### src/rtl/spi_cmd_pkg.sv
package spi_cmd_pkg;

  typedef enum logic [1:0] {
    OP_RSV = 2'b00,
    OP_WR  = 2'b01,
    OP_RD  = 2'b10,
    OP_CS  = 2'b11
  } spi_op_e;

  typedef enum logic [1:0] {
    PH_CMD  = 2'd0,
    PH_DATA = 2'd1,
    PH_SEP  = 2'd2
  } spi_phase_e;

endpackage

### src/rtl/spi_cmd_sync.sv
module spi_cmd_sync #(
  parameter int SYNC_STAGES = 2
) (
  input  logic clk,
  input  logic rst,
  input  logic sclk_i,
  input  logic cs_n_i,
  input  logic sdi_i,
  output logic sclk_rise_o,
  output logic sclk_fall_o,
  output logic cs_n_o,
  output logic sdi_o
);
  localparam int LAST = SYNC_STAGES - 1;

  // each stage carries {sclk, cs_n, sdi}
  logic [2:0] pipe [SYNC_STAGES];
  logic       sclk_d;

  always_ff @(posedge clk) begin
    if (rst) begin
      for (int i = 0; i < SYNC_STAGES; i++) pipe[i] <= 3'b010;
      sclk_d <= 1'b0;
    end else begin
      pipe[0] <= {sclk_i, cs_n_i, sdi_i};
      for (int i = 1; i < SYNC_STAGES; i++) pipe[i] <= pipe[i-1];
      sclk_d <= pipe[LAST][2];
    end
  end

  assign sclk_rise_o = pipe[LAST][2] & ~sclk_d;
  assign sclk_fall_o = ~pipe[LAST][2] & sclk_d;
  assign cs_n_o      = pipe[LAST][1];
  assign sdi_o       = pipe[LAST][0];
endmodule

### src/rtl/spi_cmd_regfile.sv
module spi_cmd_regfile #(
  parameter int              DW         = 8,
  parameter int              AW         = 4,
  parameter int              ERR_ADDR   = 4,
  parameter int              CSCFG_ADDR = 9,
  parameter int              BUFT_ADDR  = 3,
  parameter logic [DW-1:0]   BUFT_RST   = 8'h19,
  parameter int              SW_ADDR    = 6,
  parameter logic [DW-1:0]   SW_RST     = 8'h60
) (
  input  logic                   clk,
  input  logic                   rst,
  input  logic                   wr_en_i,
  input  logic [AW-1:0]          wr_addr_i,
  input  logic [DW-1:0]          wr_data_i,
  input  logic [DW-1:0]          err_set_i,
  input  logic [AW-1:0]          rd_addr_i,
  output logic [DW-1:0]          rd_data_o,
  output logic                   cs_mode_o,
  output logic [(2**AW)*DW-1:0]  regs_o
);
  localparam int NREG = 2 ** AW;

  // Distinct reset values per entry keep this file in flops, not block RAM.
  for (genvar i = 0; i < NREG; i++) begin : g_reg
    localparam logic [DW-1:0] RV = (i == BUFT_ADDR) ? BUFT_RST :
                                   (i == SW_ADDR)   ? SW_RST   : '0;
    logic [DW-1:0] q;
    logic          hit;
    assign hit = wr_en_i && (wr_addr_i == AW'(i));

    if (i == ERR_ADDR) begin : g_flags
      // write-one-to-clear; a set request in the same cycle wins
      always_ff @(posedge clk) begin
        if (rst) q <= RV;
        else     q <= (q & ~(hit ? wr_data_i : '0)) | err_set_i;
      end

      assert_flag_set_R7: assert property (@(posedge clk) disable iff (rst)
        (err_set_i != '0) |=> ((q & $past(err_set_i)) == $past(err_set_i)));
      assert_w1c_R7: assert property (@(posedge clk) disable iff (rst)
        (hit && err_set_i == '0) |=> ((q & $past(wr_data_i)) == '0));
    end else begin : g_plain
      always_ff @(posedge clk) begin
        if (rst)      q <= RV;
        else if (hit) q <= wr_data_i;
      end
    end

    assign regs_o[i*DW +: DW] = q;
  end

  assign rd_data_o = regs_o[rd_addr_i*DW +: DW];
  assign cs_mode_o = regs_o[CSCFG_ADDR*DW];
endmodule

### src/rtl/spi_cmd_frame.sv
module spi_cmd_frame
  import spi_cmd_pkg::*;
#(
  parameter int            DW       = 8,
  parameter int            AW       = 4,
  parameter int            NGPIO    = 7,
  parameter logic [DW-1:0] CHK_SEED = 8'h9B
) (
  input  logic             clk,
  input  logic             rst,
  input  logic             sclk_rise_i,
  input  logic             sclk_fall_i,
  input  logic             cs_n_i,
  input  logic             sdi_i,
  input  logic [DW-1:0]    rd_data_i,
  input  logic             cs_mode_i,
  output logic [AW-1:0]    rd_addr_o,
  output logic             wr_en_o,
  output logic [AW-1:0]    wr_addr_o,
  output logic [DW-1:0]    wr_data_o,
  output logic             trig_o,
  output logic [NGPIO-1:0] gpio_cs_o,
  output logic             sdo_o,
  output logic             sdo_oe_o
);
  localparam int BCW   = $clog2(DW);
  localparam int SEL_W = $clog2(NGPIO + 1);

  logic [BCW-1:0] bit_cnt;
  logic [DW-1:0]  rx, rx_next, cmd_q, rdat_q, tx;
  spi_phase_e     phase;
  spi_op_e        op_q, op_now;
  logic           byte_done, t_bit;
  logic [NGPIO-1:0] sel_q, sel_nxt;

  assign rx_next   = {rx[DW-2:0], sdi_i};
  assign byte_done = sclk_fall_i && !cs_n_i && (bit_cnt == BCW'(DW-1));
  assign op_now    = spi_op_e'(rx_next[DW-1 -: 2]);
  assign t_bit     = rx_next[DW-3];
  assign rd_addr_o = rx_next[AW-1:0];

  always_comb begin
    for (int g = 0; g < NGPIO; g++)
      sel_nxt[g] = (rx_next[SEL_W-1:0] == SEL_W'(g));
  end

  // framing state: cleared whenever CS_n is high
  always_ff @(posedge clk) begin
    if (rst || cs_n_i) begin
      bit_cnt  <= '0;
      rx       <= '0;
      phase    <= PH_CMD;
      op_q     <= OP_RSV;
      cmd_q    <= '0;
      rdat_q   <= '0;
      tx       <= '0;
      sdo_o    <= 1'b0;
      sdo_oe_o <= 1'b0;
    end else begin
      if (sclk_fall_i) begin
        rx      <= rx_next;
        bit_cnt <= bit_cnt + 1'b1;
      end
      if (sclk_rise_i && sdo_oe_o) begin
        sdo_o <= tx[DW-1];
        tx    <= {tx[DW-2:0], 1'b0};
      end
      if (byte_done) begin
        unique case (phase)
          PH_CMD: begin
            cmd_q <= rx_next;
            op_q  <= op_now;
            phase <= (op_now == OP_CS) ? PH_SEP : PH_DATA;
            if (op_now == OP_RD) begin
              tx       <= rd_data_i;
              rdat_q   <= rd_data_i;
              sdo_oe_o <= 1'b1;
            end
          end
          PH_DATA: begin
            if (op_q == OP_RD) tx <= CHK_SEED + cmd_q + rx_next + rdat_q;
            phase <= PH_SEP;
          end
          default: begin
            phase    <= PH_CMD;
            sdo_oe_o <= 1'b0;
          end
        endcase
      end
    end
  end

  // pulses and persistent chip-select selection
  always_ff @(posedge clk) begin
    if (rst) begin
      wr_en_o   <= 1'b0;
      wr_addr_o <= '0;
      wr_data_o <= '0;
      trig_o    <= 1'b0;
      sel_q     <= '0;
      gpio_cs_o <= '0;
    end else begin
      wr_en_o   <= 1'b0;
      trig_o    <= 1'b0;
      gpio_cs_o <= cs_mode_i ? sel_q : '0;
      if (byte_done && phase == PH_CMD) begin
        if (op_now == OP_WR || op_now == OP_CS) trig_o <= t_bit;
        if (op_now == OP_CS && cs_mode_i)       sel_q  <= sel_nxt;
      end
      if (byte_done && phase == PH_DATA && op_q == OP_WR) begin
        wr_en_o   <= 1'b1;
        wr_addr_o <= cmd_q[AW-1:0];
        wr_data_o <= rx_next;
      end
    end
  end

  assert_sdo_idle_R3: assert property (@(posedge clk) disable iff (rst)
    cs_n_i |=> !sdo_oe_o);
  assert_cs_onehot_R5: assert property (@(posedge clk) disable iff (rst)
    $onehot0(gpio_cs_o));
  assert_cs_gated_R5: assert property (@(posedge clk) disable iff (rst)
    !cs_mode_i |=> (gpio_cs_o == '0));
  assert_trig_single_R6: assert property (@(posedge clk) disable iff (rst)
    trig_o |=> !trig_o);
  assert_read_no_trig_R6: assert property (@(posedge clk) disable iff (rst)
    (byte_done && phase == PH_CMD && op_now inside {OP_RD, OP_RSV}) |=> !trig_o);
  assert_rsv_no_write_R8: assert property (@(posedge clk) disable iff (rst)
    (byte_done && phase == PH_DATA && op_q != OP_WR) |=> !wr_en_o);
endmodule

### src/rtl/spi_cmd_slave.sv
module spi_cmd_slave #(
  parameter int DW          = 8,
  parameter int AW          = 4,
  parameter int NGPIO       = 7,
  parameter int SYNC_STAGES = 2,
  localparam int NREG       = 2 ** AW
) (
  input  logic                 clk,
  input  logic                 rst,
  input  logic                 spi_sclk_i,
  input  logic                 spi_cs_n_i,
  input  logic                 spi_sdi_i,
  output logic                 spi_sdo_o,
  output logic                 spi_sdo_oe_o,
  input  logic [DW-1:0]        err_set_i,
  output logic                 buf_trig_o,
  output logic [NGPIO-1:0]     gpio_cs_o,
  output logic [NREG*DW-1:0]   regs_o
);
  logic          sclk_rise, sclk_fall, cs_n_s, sdi_s;
  logic [AW-1:0] rd_addr, wr_addr;
  logic [DW-1:0] rd_data, wr_data;
  logic          wr_en, cs_mode;

  spi_cmd_sync #(.SYNC_STAGES(SYNC_STAGES)) sync_i (
    .clk(clk), .rst(rst),
    .sclk_i(spi_sclk_i), .cs_n_i(spi_cs_n_i), .sdi_i(spi_sdi_i),
    .sclk_rise_o(sclk_rise), .sclk_fall_o(sclk_fall),
    .cs_n_o(cs_n_s), .sdi_o(sdi_s)
  );

  spi_cmd_frame #(.DW(DW), .AW(AW), .NGPIO(NGPIO)) frame_i (
    .clk(clk), .rst(rst),
    .sclk_rise_i(sclk_rise), .sclk_fall_i(sclk_fall),
    .cs_n_i(cs_n_s), .sdi_i(sdi_s),
    .rd_data_i(rd_data), .cs_mode_i(cs_mode),
    .rd_addr_o(rd_addr), .wr_en_o(wr_en), .wr_addr_o(wr_addr), .wr_data_o(wr_data),
    .trig_o(buf_trig_o), .gpio_cs_o(gpio_cs_o),
    .sdo_o(spi_sdo_o), .sdo_oe_o(spi_sdo_oe_o)
  );

  spi_cmd_regfile #(.DW(DW), .AW(AW)) regs_i (
    .clk(clk), .rst(rst),
    .wr_en_i(wr_en), .wr_addr_i(wr_addr), .wr_data_i(wr_data),
    .err_set_i(err_set_i), .rd_addr_i(rd_addr), .rd_data_o(rd_data),
    .cs_mode_o(cs_mode), .regs_o(regs_o)
  );
endmodule

### config.mk
export PLATFORM = sky130hd
export DESIGN_NAME = spi_cmd_slave
export DESIGN_NICKNAME = d
export VERILOG_FILES = /design/src/rtl/spi_cmd_pkg.sv /design/src/rtl/spi_cmd_sync.sv /design/src/rtl/spi_cmd_regfile.sv /design/src/rtl/spi_cmd_frame.sv /design/src/rtl/spi_cmd_slave.sv
export SDC_FILE = /design/constraint.sdc
export NUM_CORES = 1
export LEC_CHECK = 0
export ABC_AREA = 1
export CAP_MARGIN = 20
export CORE_MARGIN = 10
export CORE_UTILIZATION = 40
export DETAILED_ROUTE_END_ITERATION = 12
export PLACE_DENSITY = 0.65
export SLEW_MARGIN = 20
export SYNTH_ARGS = -nofsm -noshare
export SYNTH_HDL_FRONTEND = slang
export SYNTH_HIERARCHICAL = 1
export SYNTH_SLANG_ARGS = --single-unit
export TNS_END_PERCENT = 50
### constraint.sdc
create_clock -name clk -period 5 [get_ports clk]
set_input_delay 0.75 -clock clk [delete_from_list [all_inputs] [get_ports clk]]
set_output_delay 0.75 -clock clk [all_outputs]
set_load 0.1 [all_outputs]
==> results of run 1 <==
worst register-to-register path, cell delays in order, from the launching register on:
cell	delay [ns]
sky130_fd_sc_hd__dfxtp_1	0.31
sky130_fd_sc_hd__buf_4	0.35
sky130_fd_sc_hd__clkinv_1	0.34
sky130_fd_sc_hd__ha_1	0.39
sky130_fd_sc_hd__fa_1	0.46
sky130_fd_sc_hd__inv_1	0.07
sky130_fd_sc_hd__ha_1	0.19
sky130_fd_sc_hd__inv_1	0.06
sky130_fd_sc_hd__fa_1	0.37
sky130_fd_sc_hd__nor3_1	0.20
sky130_fd_sc_hd__nor2_1	0.09
sky130_fd_sc_hd__nand3_1	0.08
sky130_fd_sc_hd__nand3_1	0.07
sky130_fd_sc_hd__nand2_1	0.08
sky130_fd_sc_hd__nand2_1	0.05
sky130_fd_sc_hd__nand2_1	0.05
sky130_fd_sc_hd__a21oi_1	0.06
state kept, by name (all words and copies together) (netlist names):
name / cells
frame_i/wr_en_o: 1
frame_i/gpio_cs_o: 7
frame_i/bit_cnt: 3
frame_i/sdo_o: 1
frame_i/sdo_oe_o: 1
regs_i/g.q: 128
sync_i/pipe: 6
frame_i/phase: 2
frame_i/wr_data_o: 8
sync_i/sclk_d: 1
frame_i/rx: 7
frame_i/sel_q: 7
frame_i/rdat_q: 8
frame_i/tx: 8
frame_i/cmd_q: 8
frame_i/trig_o: 1
frame_i/wr_addr_o: 4
layout by cell type (no fill, tap or decap), drive strengths merged, types with 11 or more instances in the layout:
| cell type | n |
|---|---|
| clkdlybuf4s50 | 150 |
| inv | 213 |
| o211ai | 11 |
| nand2 | 250 |
| clkbuf | 34 |
| ha | 16 |
| nor2 | 108 |
| o21ai | 161 |
| dfxtp | 201 |
| nand3 | 116 |
| a21oi | 148 |
final cells by class:
type / instances / share of cell area (%)
multi-input cells: 847 / 36.3
flip-flops and latches: 201 / 33.7
well taps: 319 / 3.34
clock inverters: 5 / 0.649
repair buffers: 159 / 13.2
clock buffers: 34 / 5.91
inverters: 217 / 6.85
power groups by stage:
stage	Sequential (µW)	Clock (µW)	Combinational (µW)
floorplan	1680	0	74.8
global route	1610	1830	168
global placement	1650	0	153
finish	1610	1730	156
CTS	1610	1750	155
detailed placement	1650	0	154
final timing paths:
kind / cells past startpoint / from / slack (ns) / endpoint
setup / recovery: 16 / frame_i/rx[0] / 1.61 / frame_i/tx[7]
hold / removal: 2 / sync_i/pipe[0][2] / 0.40 / sync_i/pipe[0][5]
setup reg to reg: 16 / frame_i/rx[0] / 1.61 / frame_i/tx[7]
hold reg to reg: 2 / sync_i/pipe[0][2] / 0.40 / sync_i/pipe[0][5]
per-layer routing:
metal	part of all wire, %	track usage, %
met2	46	31.7
met5	0	0
met3	8.2	3.97
met4	2.5	5.62
met1	43	25.5
metrics by stage:
step	cells	total power (µW)	area (µm²)	util, %
after CTS	1782	3520	12000	50.8
final	1782	3500	12000	50.8
after global placement	1743	1800	11200	47.4
after detailed placement	1743	1800	11200	47.4
after global routing	1782	3610	12000	50.8
after floorplan	1343	1760	9610	-
logic make-up after synthesis:
group / Yosys count / synth area share, %
XOR/XNOR: 4 / 0.365
buffers and inverters: 295 / 12.9
flip-flops: 201 / 41.9
adder cells (fa/ha/maj): 23 / 3.54
AND/OR/NAND/NOR: 484 / 22.5
AO/OA/AOI/OAI: 336 / 18.7
==> flow_summary_export.csv, run 1 <==
group,metric,value,unit
clock_network,clock_sinks,201,
clock_network,worst_skew_pair.late_latency,0.51,ns
critical_path,path_common_cell,"sky130_fd_sc_hd__nand2_1",
layout,area.growth.synth_to_final,24.4,%
layout,seqCellArea,4030,µm²
yosys,post_synth.cell_area_avg,7.16,µm²
timing,fmax,0.295,GHz
critical_path,crit_type,"reg2reg",
clock_network,postCtsResizedCells,0,
grt,grt_pass1_wl,48200,µm
timing,finalClockSkew,0.0202,ns
grt,grt-ovfl-total,0,
timing,setup_total_negative_slack,0,ns
timing,finalCritPeriodShare,67.8,%
worst_hold_path,hp-class,"reg2reg",
yosys,post_synth_inst_count,1343,
placement,place_ws,1.60,ns
route,remaining_drc_errors,0,
critical_path,cp_slowest_cell,"sky130_fd_sc_hd__fa_1",
layout,num-nets-final,1485,
yosys,netlist.area_leader.share,41.9,%
clock_network,postCtsHoldBufs,0,
placement,dp_hpwl,22400,µm
power_and_ir_drop,power.share.combinational,4.5,%
yosys,number_of_flops_mapped_to_enable_cells_by_yosys,0,
power_and_ir_drop,vdd_drop_max,0.000178,V
route,drt_iter0_markers,875,
grt,grt_pass1_vias,8466,
power_and_ir_drop,power_per_cell_area,293,nW/µm²
clock_network,tritoncts,"built",
timing,tightest_slew,1.18,ns
power_and_ir_drop,clkPwrFrac,49.4,%
power_and_ir_drop,netSwitchingFraction,22.1,%
placement,io_buffers,150,
die,core_area,23500,µm²
outcome,outcome,"complete, no violations",
route,via_count,9184,
critical_path,path_delay_family,"adder cells",
timing,setup-violations-final,0,
route,routed_wire_length,31100,µm
power_and_ir_drop,leakagePower,0.00492,µW
clock_network,cts.root.buffer_cell,"sky130_fd_sc_hd__clkbuf_16",
timing,final_period_minus_worst_setup_slack,3.39,ns
critical_path,cp-start-kind,"flop",
clock_network,max-clock-path-buffers,3,
yosys,synth.yosys.warnings,6,
die,placement_rows,56,
grt,grt_antenna_before_repair,0,
route,drt_pre_antenna_iters,5,
critical_path,required,5.35,ns
critical_path,crit_path_max_fanout,38,
yosys,synth_common_cells,"sky130_fd_sc_hd__nand2_1, sky130_fd_sc_hd__inv_1, sky130_fd_sc_hd__dfxtp_1",
grt,gr_usage_total,19.5,%
yosys,ys_types,41,
yosys,async_flop_share,0,%
clock_network,cts.clk_slew.worst_paths,0.06,ns
yosys,post_synthesis_instance_area,9610,µm²
yosys,net_count_of_the_mapped_netlist,1379,
yosys,synth_largest_area_cell,"sky130_fd_sc_hd__dfxtp_1",
layout,filler_cell_count,2414,
timing,rsz_0062_raised_after_global_routing,"false",
clock_network,postCtsSetupBuffers,0,
clock_network,htree_levels,1,
die,floorplan.die_area,30600,µm²
yosys,synth-seq-area-share,41.9,%
yosys,synth_top_flop_cell,"sky130_fd_sc_hd__dfxtp_1",
die,top_level_ports,151,
timing,slew-limit-headroom,21.3,%
critical_path,slowest_delay,0.46,ns
route,drtAntennaViolNets,0,
route,vias_per_cell,5.15,
clock_network,cts_made_buffers,23,
die,initial_utilization,40.8,%
layout,final_layout_size_suffix_gt1_share,6.97,%
critical_path,critPathArrivalTime,3.74,ns
critical_path,critical_path.n_buffers_inverters,4,
power_and_ir_drop,p_switching,771,µW
yosys,top_cells_by_area_in_the_synthesized_netlist,"sky130_fd_sc_hd__dfxtp_1, sky130_fd_sc_hd__nand2_1, sky130_fd_sc_hd__inv_1",
layout,antenna_cells_inserted,0,
power_and_ir_drop,p_seq_share,46.2,%
die,fp.dieW,175,µm
timing,report.final.slew_viol_count,0,
power_and_ir_drop,power_report.internal_total,2730,µW
layout,multi_input_area,4340,µm²
grt,grt_start_max_net_pins,72,
critical_path,critPathCaptureType,"flop",
die,floorplan.die.height,175,µm
critical_path,worstPathCellList,"buf_4 > clkinv_1 > ha_1 > fa_1 > inv_1 > ha_1 > inv_1 > fa_1 > nor3_1 > nor2_1 > nand3_1 > nand3_1 > nand2_1 > nand2_1 > nand2_1 > a21oi_1",
timing,final-hold-violation-count,0,
timing,worst_slack,1.61,ns
yosys,yosysMostFrequentCell,"sky130_fd_sc_hd__nand2_1",
timing,finalHoldWorstSlack,0.402,ns
placement,gpl.final_weighted_congestion,0.918,
yosys,yosys_register_bits,201,
job,max_cap_viol_count,0,
route,wire_per_inst,17.5,µm
(Power assumes the default switching activity.)
==> run 2, diff against run 1 <==
Settings changed: PLACE_DENSITY 0.65 to 0.68.
Clock period 5 ns to 2.8 ns, I/O delays scaled along.
==> run 2 against run 1 <==
Net effect:
- first-iteration DRC count is 16% higher
- worst hold slack lost 0.0024 ns
- non-clock buffer count up 21
- sequential power rose by 79%
- sequential share of layout area up 0.75 points
- highest routed layer unchanged
==> flow_summary_export.csv, run 2 (synthesis results as in run 1) <==
group,metric,value,unit
timing,report.final.slew_viol_count,0,
layout,filler_cell_count,2409,
route,via_count,9322,
power_and_ir_drop,power.share.combinational,4.7,%
route,drt_pre_antenna_iters,6,
grt,grt_pass1_vias,8616,
layout,area.growth.synth_to_final,21.7,%
route,drt_iter0_markers,1015,
critical_path,rr_endpoint,"frame_i/tx[3]",
die,placement_rows,56,
timing,tightest_slew,0.606,ns
grt,grt_pass1_wl,49500,µm
critical_path,crit_path_max_fanout,3,
die,fp.dieW,175,µm
clock_network,tritoncts,"built",
timing,slew-limit-headroom,59.5,%
critical_path,capturing_instance_or_port_of_the_critical_path,"frame_i/tx[3]",
timing,fmax,0.378,GHz
grt,grt_start_max_net_pins,84,
grt,grt_antenna_before_repair,0,
critical_path,required,3.21,ns
grt,grt-ovfl-total,0,
die,floorplan.die_area,30600,µm²
power_and_ir_drop,clkPwrFrac,46.9,%
route,remaining_drc_errors,0,
clock_network,cts_made_buffers,23,
critical_path,cp-start-kind,"flop",
timing,final-hold-violation-count,0,
layout,fin_util,49.7,%
die,core_area,23500,µm²
clock_network,cts.root.buffer_cell,"sky130_fd_sc_hd__clkbuf_16",
critical_path,critPathArrivalTime,3.06,ns
timing,finalClockSkew,0.00972,ns
clock_network,clock_sinks,201,
die,initial_utilization,40.8,%
die,floorplan.die.height,175,µm
clock_network,max-clock-path-buffers,3,
clock_network,htree_levels,1,
clock_network,cts.clk_slew.worst_paths,0.06,ns
clock_network,postCtsHoldBufs,0,
power_and_ir_drop,power_report.internal_total,4580,µW
timing,finalCritPeriodShare,94.5,%
power_and_ir_drop,p_switching,1380,µW
layout,top_register,"regs_i/g.q",
critical_path,rrSetupSlack,0.15,ns
power_and_ir_drop,vdd_drop_max,0.000288,V
layout,antenna_cells_inserted,0,
critical_path,crit_type,"reg2reg",
timing,rsz_0062_raised_after_global_routing,"true",
clock_network,worst_skew_pair.late_latency,0.51,ns
placement,io_buffers,150,
route,vias_per_cell,5.16,
layout,final_layout_size_suffix_gt1_share,17.6,%
die,top_level_ports,151,
grt,gr_usage_total,20.0,%
timing,setup-violations-final,0,
layout,finish.cell_count_without_fillers,1805,
critical_path,critPathCaptureType,"flop",
layout,num-nets-final,1506,
power_and_ir_drop,power_per_cell_area,509,nW/µm²
layout,final_cell_mix,"sky130_fd_sc_hd__nand2_1, sky130_fd_sc_hd__inv_1, sky130_fd_sc_hd__dfxtp_1",
layout,largest_register_ffs,128,
power_and_ir_drop,netSwitchingFraction,23.2,%
layout,layout.cells.most_common,"sky130_fd_sc_hd__nand2_1",
critical_path,critical_path.startpoint,"frame_i/rx[0]",
critical_path,r2r_start,"frame_i/rx[0]",
route,routed_wire_length,31700,µm
timing,setup_total_negative_slack,0,ns
placement,dp_hpwl,23100,µm
route,wire_per_inst,17.6,µm
placement,inst_count_dp,1764,
timing,final_period_minus_worst_setup_slack,2.65,ns
placement,gpl.final_weighted_congestion,0.936,
power_and_ir_drop,leakagePower,0.00525,µW
power_and_ir_drop,p_seq_share,48.4,%
critical_path,rr_worst_depth,15,
route,drtAntennaViolNets,0,
job,max_cap_viol_count,0,
clock_network,postCtsSetupBuffers,0,
outcome,outcome,"complete, no violations",
worst_hold_path,hp-class,"reg2reg",
[run 2: changes by cell type in the layout (fill, tap and decap cells not counted), moves of 2 or more]
cell                              delta
sky130_fd_sc_hd__clkdlybuf4s50_1   -138
sky130_fd_sc_hd__buf_4             +158
sky130_fd_sc_hd__clkbuf_1            +6
sky130_fd_sc_hd__bufinv_16           -2
sky130_fd_sc_hd__clkinv_2            +2
sky130_fd_sc_hd__clkbuf_8            -5
[run 2: how the worst min path moves through the flow]
stage	start	end	slack, ns	cells past startpoint
floorplan	sync_i/pipe[0][1]	sync_i/pipe[0][4]	0.39	2
global placement	sync_i/pipe[0][1]	sync_i/pipe[0][4]	0.40	2
detailed placement	sync_i/pipe[0][2]	sync_i/pipe[0][5]	0.40	2
CTS	sync_i/pipe[0][2]	sync_i/pipe[0][5]	0.40	2
global route	sync_i/pipe[0][2]	sync_i/pipe[0][5]	0.43	2
finish	sync_i/pipe[0][2]	sync_i/pipe[0][5]	0.40	2
[run 2: cell type report]
| class | instances | area, µm² | share of cell area [%] |
|---|---|---|---|
| multi-input cells | 847 | 4350 | 37.2 |
| flip-flops and latches | 201 | 4030 | 34.4 |
| repair buffers | 180 | 1410 | 12.0 |
| inverters | 217 | 818 | 7.00 |
| clock buffers | 35 | 661 | 5.65 |
| well taps | 319 | 399 | 3.41 |
| clock inverters | 6 | 36.3 | 0.310 |
[run 2: power by group through the flow]
| stage | registers, µW | logic [µW] | clock network, µW |
|---|---|---|---|
| after CTS | 2880 | 279 | 2850 |
| after global routing | 2880 | 306 | 2960 |
| after detailed placement | 2950 | 278 | 0 |
| after floorplan | 3000 | 134 | 0 |
| after global placement | 2940 | 278 | 0 |
| final | 2880 | 281 | 2790 |
[run 2: metrics by stage]
stage	power [µW]	cell area [µm²]	setup slack [ns]	hold WS (ns)
CTS	6010	11700	0.0935	0.401
global placement	3220	11000	0.183	0.398
finish	5960	11700	0.153	0.399
detailed placement	3220	11000	0.0858	0.396
global route	6150	11700	-0.0208	0.427
floorplan	3140	9610	0.0819	0.386
[run 2: repair_timing]
action / CTS / global route
setup endpoints to repair: 0 / 3
gates resized for setup: 0 / 4
endpoints found under the hold margin: 0 / 0
[run 2: layer usage]
layer | vias to the layer above | share of wire [%] | track usage (%)
met3 | 69 | 8.7 | 3.92
li1 | 4557 | - | -
met1 | 4300 | 43 | 26.3
met2 | 396 | 46 | 32.2
met5 | - | 0 | 0
met4 | 0 | 3.0 | 6.29
[run 2: critical path, cell delays in order, from the launching register on]
cell                       delay, ns
sky130_fd_sc_hd__dfxtp_1        0.33
sky130_fd_sc_hd__clkinv_1       0.08
sky130_fd_sc_hd__ha_1           0.31
sky130_fd_sc_hd__fa_1           0.51
sky130_fd_sc_hd__inv_1          0.05
sky130_fd_sc_hd__ha_2           0.20
sky130_fd_sc_hd__inv_1          0.07
sky130_fd_sc_hd__fa_2           0.21
sky130_fd_sc_hd__inv_2          0.04
sky130_fd_sc_hd__or2_2          0.26
sky130_fd_sc_hd__a21oi_1        0.11
sky130_fd_sc_hd__o21ai_0        0.08
sky130_fd_sc_hd__o211ai_1       0.08
sky130_fd_sc_hd__nand3_1        0.08
sky130_fd_sc_hd__nand2_1        0.06
sky130_fd_sc_hd__inv_1          0.04
==> run 3, diff against run 2 <==
Settings changed: PLACE_DENSITY 0.68 to unset, SKIP_LAST_GASP set to 1.
==> run 3 against run 2 <==
Net effect:
- clock skew up 0.0084 ns
- global-route usage is 0.95 points higher
- fmax increased by 1.7%
- combinational power is essentially flat
- wire length is 4.7% higher
- cell area grew 0.28%
- cell count down 0.17%
- sequential power about the same
- count of clock-buffer cells in the layout fell by 2
- non-clock buffer count fell by 2
- register-to-register slack gained 0.04 ns
- total power up 0.69%
- critical path type unchanged
- critical endpoint unchanged
- highest routed layer unchanged
==> flow_summary_export.csv, run 3 (synthesis results as in run 1) <==
group,metric,value,unit
placement,gpl.final_weighted_congestion,0.971,
power_and_ir_drop,leakagePower,0.00526,µW
clock_network,cts.clk_slew.worst_paths,0.06,ns
die,core_area,23500,µm²
critical_path,worstPathCellList,"inv_1 > fa_1 > inv_1 > fa_1 > ha_1 > or2_2 > a21oi_1 > o21ai_0 > o211ai_1 > nand3_1 > nand2_1 > inv_1",
placement,inst_count_dp,1762,
grt,grt_antenna_before_repair,0,
grt,grt_pass1_vias,8605,
die,floorplan.die_area,30600,µm²
layout,antenna_cells_inserted,0,
layout,fin_util,49.8,%
timing,finalClockSkew,0.0181,ns
die,placement_rows,56,
critical_path,path_common_cell,"sky130_fd_sc_hd__inv_1",
clock_network,htree_levels,1,
timing,fmax,0.384,GHz
grt,grt_pass1_wl,51300,µm
timing,slew-limit-headroom,56.7,%
power_and_ir_drop,vdd_drop_max,0.000333,V
route,wire_per_inst,18.4,µm
die,floorplan.die.height,175,µm
critical_path,crit_type,"reg2reg",
layout,final_layout_size_suffix_gt1_share,17.9,%
route,via_count,9250,
outcome,outcome,"complete, no violations",
clock_network,cts_made_buffers,23,
route,drt_pre_antenna_iters,5,
route,drtAntennaViolNets,0,
timing,setup_total_negative_slack,0,ns
clock_network,postCtsResizedCells,0,
placement,io_buffers,150,
grt,gr_usage_total,20.9,%
timing,report.final.slew_viol_count,0,
critical_path,critPathArrivalTime,3.02,ns
clock_network,clock_sinks,201,
critical_path,critPathCaptureType,"flop",
timing,rsz_0062_raised_after_global_routing,"true",
clock_network,max-clock-path-buffers,3,
layout,num-nets-final,1504,
layout,top_register,"regs_i/g.q",
timing,final_period_minus_worst_setup_slack,2.60,ns
timing,tightest_slew,0.648,ns
worst_hold_path,worst_hold_path.num_cells,2,
layout,area.growth.synth_to_final,22.0,%
clock_network,postCtsSetupBuffers,0,
layout,layout.cells.most_common,"sky130_fd_sc_hd__nand2_1",
worst_hold_path,hp-class,"reg2reg",
route,drt_iter0_markers,1070,
layout,final_cell_mix,"sky130_fd_sc_hd__nand2_1, sky130_fd_sc_hd__inv_1, sky130_fd_sc_hd__dfxtp_1",
die,initial_utilization,40.8,%
route,vias_per_cell,5.13,
grt,grt-ovfl-total,0,
die,fp.dieW,175,µm
route,routed_wire_length,33200,µm
critical_path,crit_path_max_fanout,7,
placement,dp_hpwl,24000,µm
grt,grt_start_max_net_pins,75,
timing,finalCritPeriodShare,92.9,%
critical_path,slowest_delay,0.41,ns
clock_network,postCtsHoldBufs,0,
power_and_ir_drop,power_per_cell_area,512,nW/µm²
critical_path,rrSetupSlack,0.20,ns
clock_network,tritoncts,"built",
die,top_level_ports,151,
layout,largest_register_ffs,128,
critical_path,rr_worst_depth,12,
clock_network,worst_skew_pair.late_latency,0.52,ns
route,remaining_drc_errors,0,
timing,setup-violations-final,0,
layout,finish.cell_count_without_fillers,1802,
timing,final-hold-violation-count,0,
critical_path,required,3.22,ns
job,max_cap_viol_count,0,
critical_path,cp_slowest_cell,"sky130_fd_sc_hd__fa_1",
clock_network,cts.root.buffer_cell,"sky130_fd_sc_hd__clkbuf_16",
critical_path,cp-start-kind,"flop",
-- run 3: final cells by class --
type / instances / area (µm²)
inverter: 217 / 818
clock inverter: 7 / 43.8
sequential: 201 / 4030
clock buffer: 33 / 663
multi-input combinational: 847 / 4370
timing repair buffer: 178 / 1410
fill: 2412 / 11800
tap: 319 / 399
-- run 3: critical path: cells and delay by family (launching register included) --
family	cells	cell delay, ns
adders and majority gates	3	1.22
and+or+nand+nor	3	0.49
DFF	1	0.32
AOI/OAI and AO/OA	3	0.30
buffers and inverters	3	0.18
-- run 3: path summary, 6_finish.rpt --
kind                     start                end
max reg2reg      frame_i/rx[1]      frame_i/tx[3]
min          sync_i/pipe[0][2]  sync_i/pipe[0][5]
min reg2reg  sync_i/pipe[0][2]  sync_i/pipe[0][5]
max              frame_i/rx[1]      frame_i/tx[3]
-- run 3: power by group --
group          internal (µW)  switching [µW]  leakage, µW
combinational           82.9             198      0.00329
clock                   1640            1190     0.000346
sequential              2870            9.32      0.00162
total                   4600            1400      0.00526
-- run 3: through the flow --
| stage | power [µW] | setup WS (ns) | instance area (µm²) | hold WS [ns] |
|---|---|---|---|---|
| after floorplan | 3140 | 0.0819 | 9610 | 0.386 |
| after global placement | 3220 | 0.180 | 11000 | 0.399 |
| after detailed placement | 3220 | 0.133 | 11000 | 0.398 |
| after CTS | 6050 | 0.132 | 11700 | 0.403 |
| after global routing | 6200 | -0.00247 | 11700 | 0.415 |
| final | 6000 | 0.198 | 11700 | 0.395 |
-- run 3: layer usage --
metal  share of wire [%]  GRT usage (%)  vias up  routed length (µm)
li1                    -              -     4559                   -
met1                  44           27.9     4261               14400
met2                  47           33.6      365               15500
met3                 6.7           3.02       65                2230
met4                 3.2           7.49        0                1050
met5                   0              0        -                   0
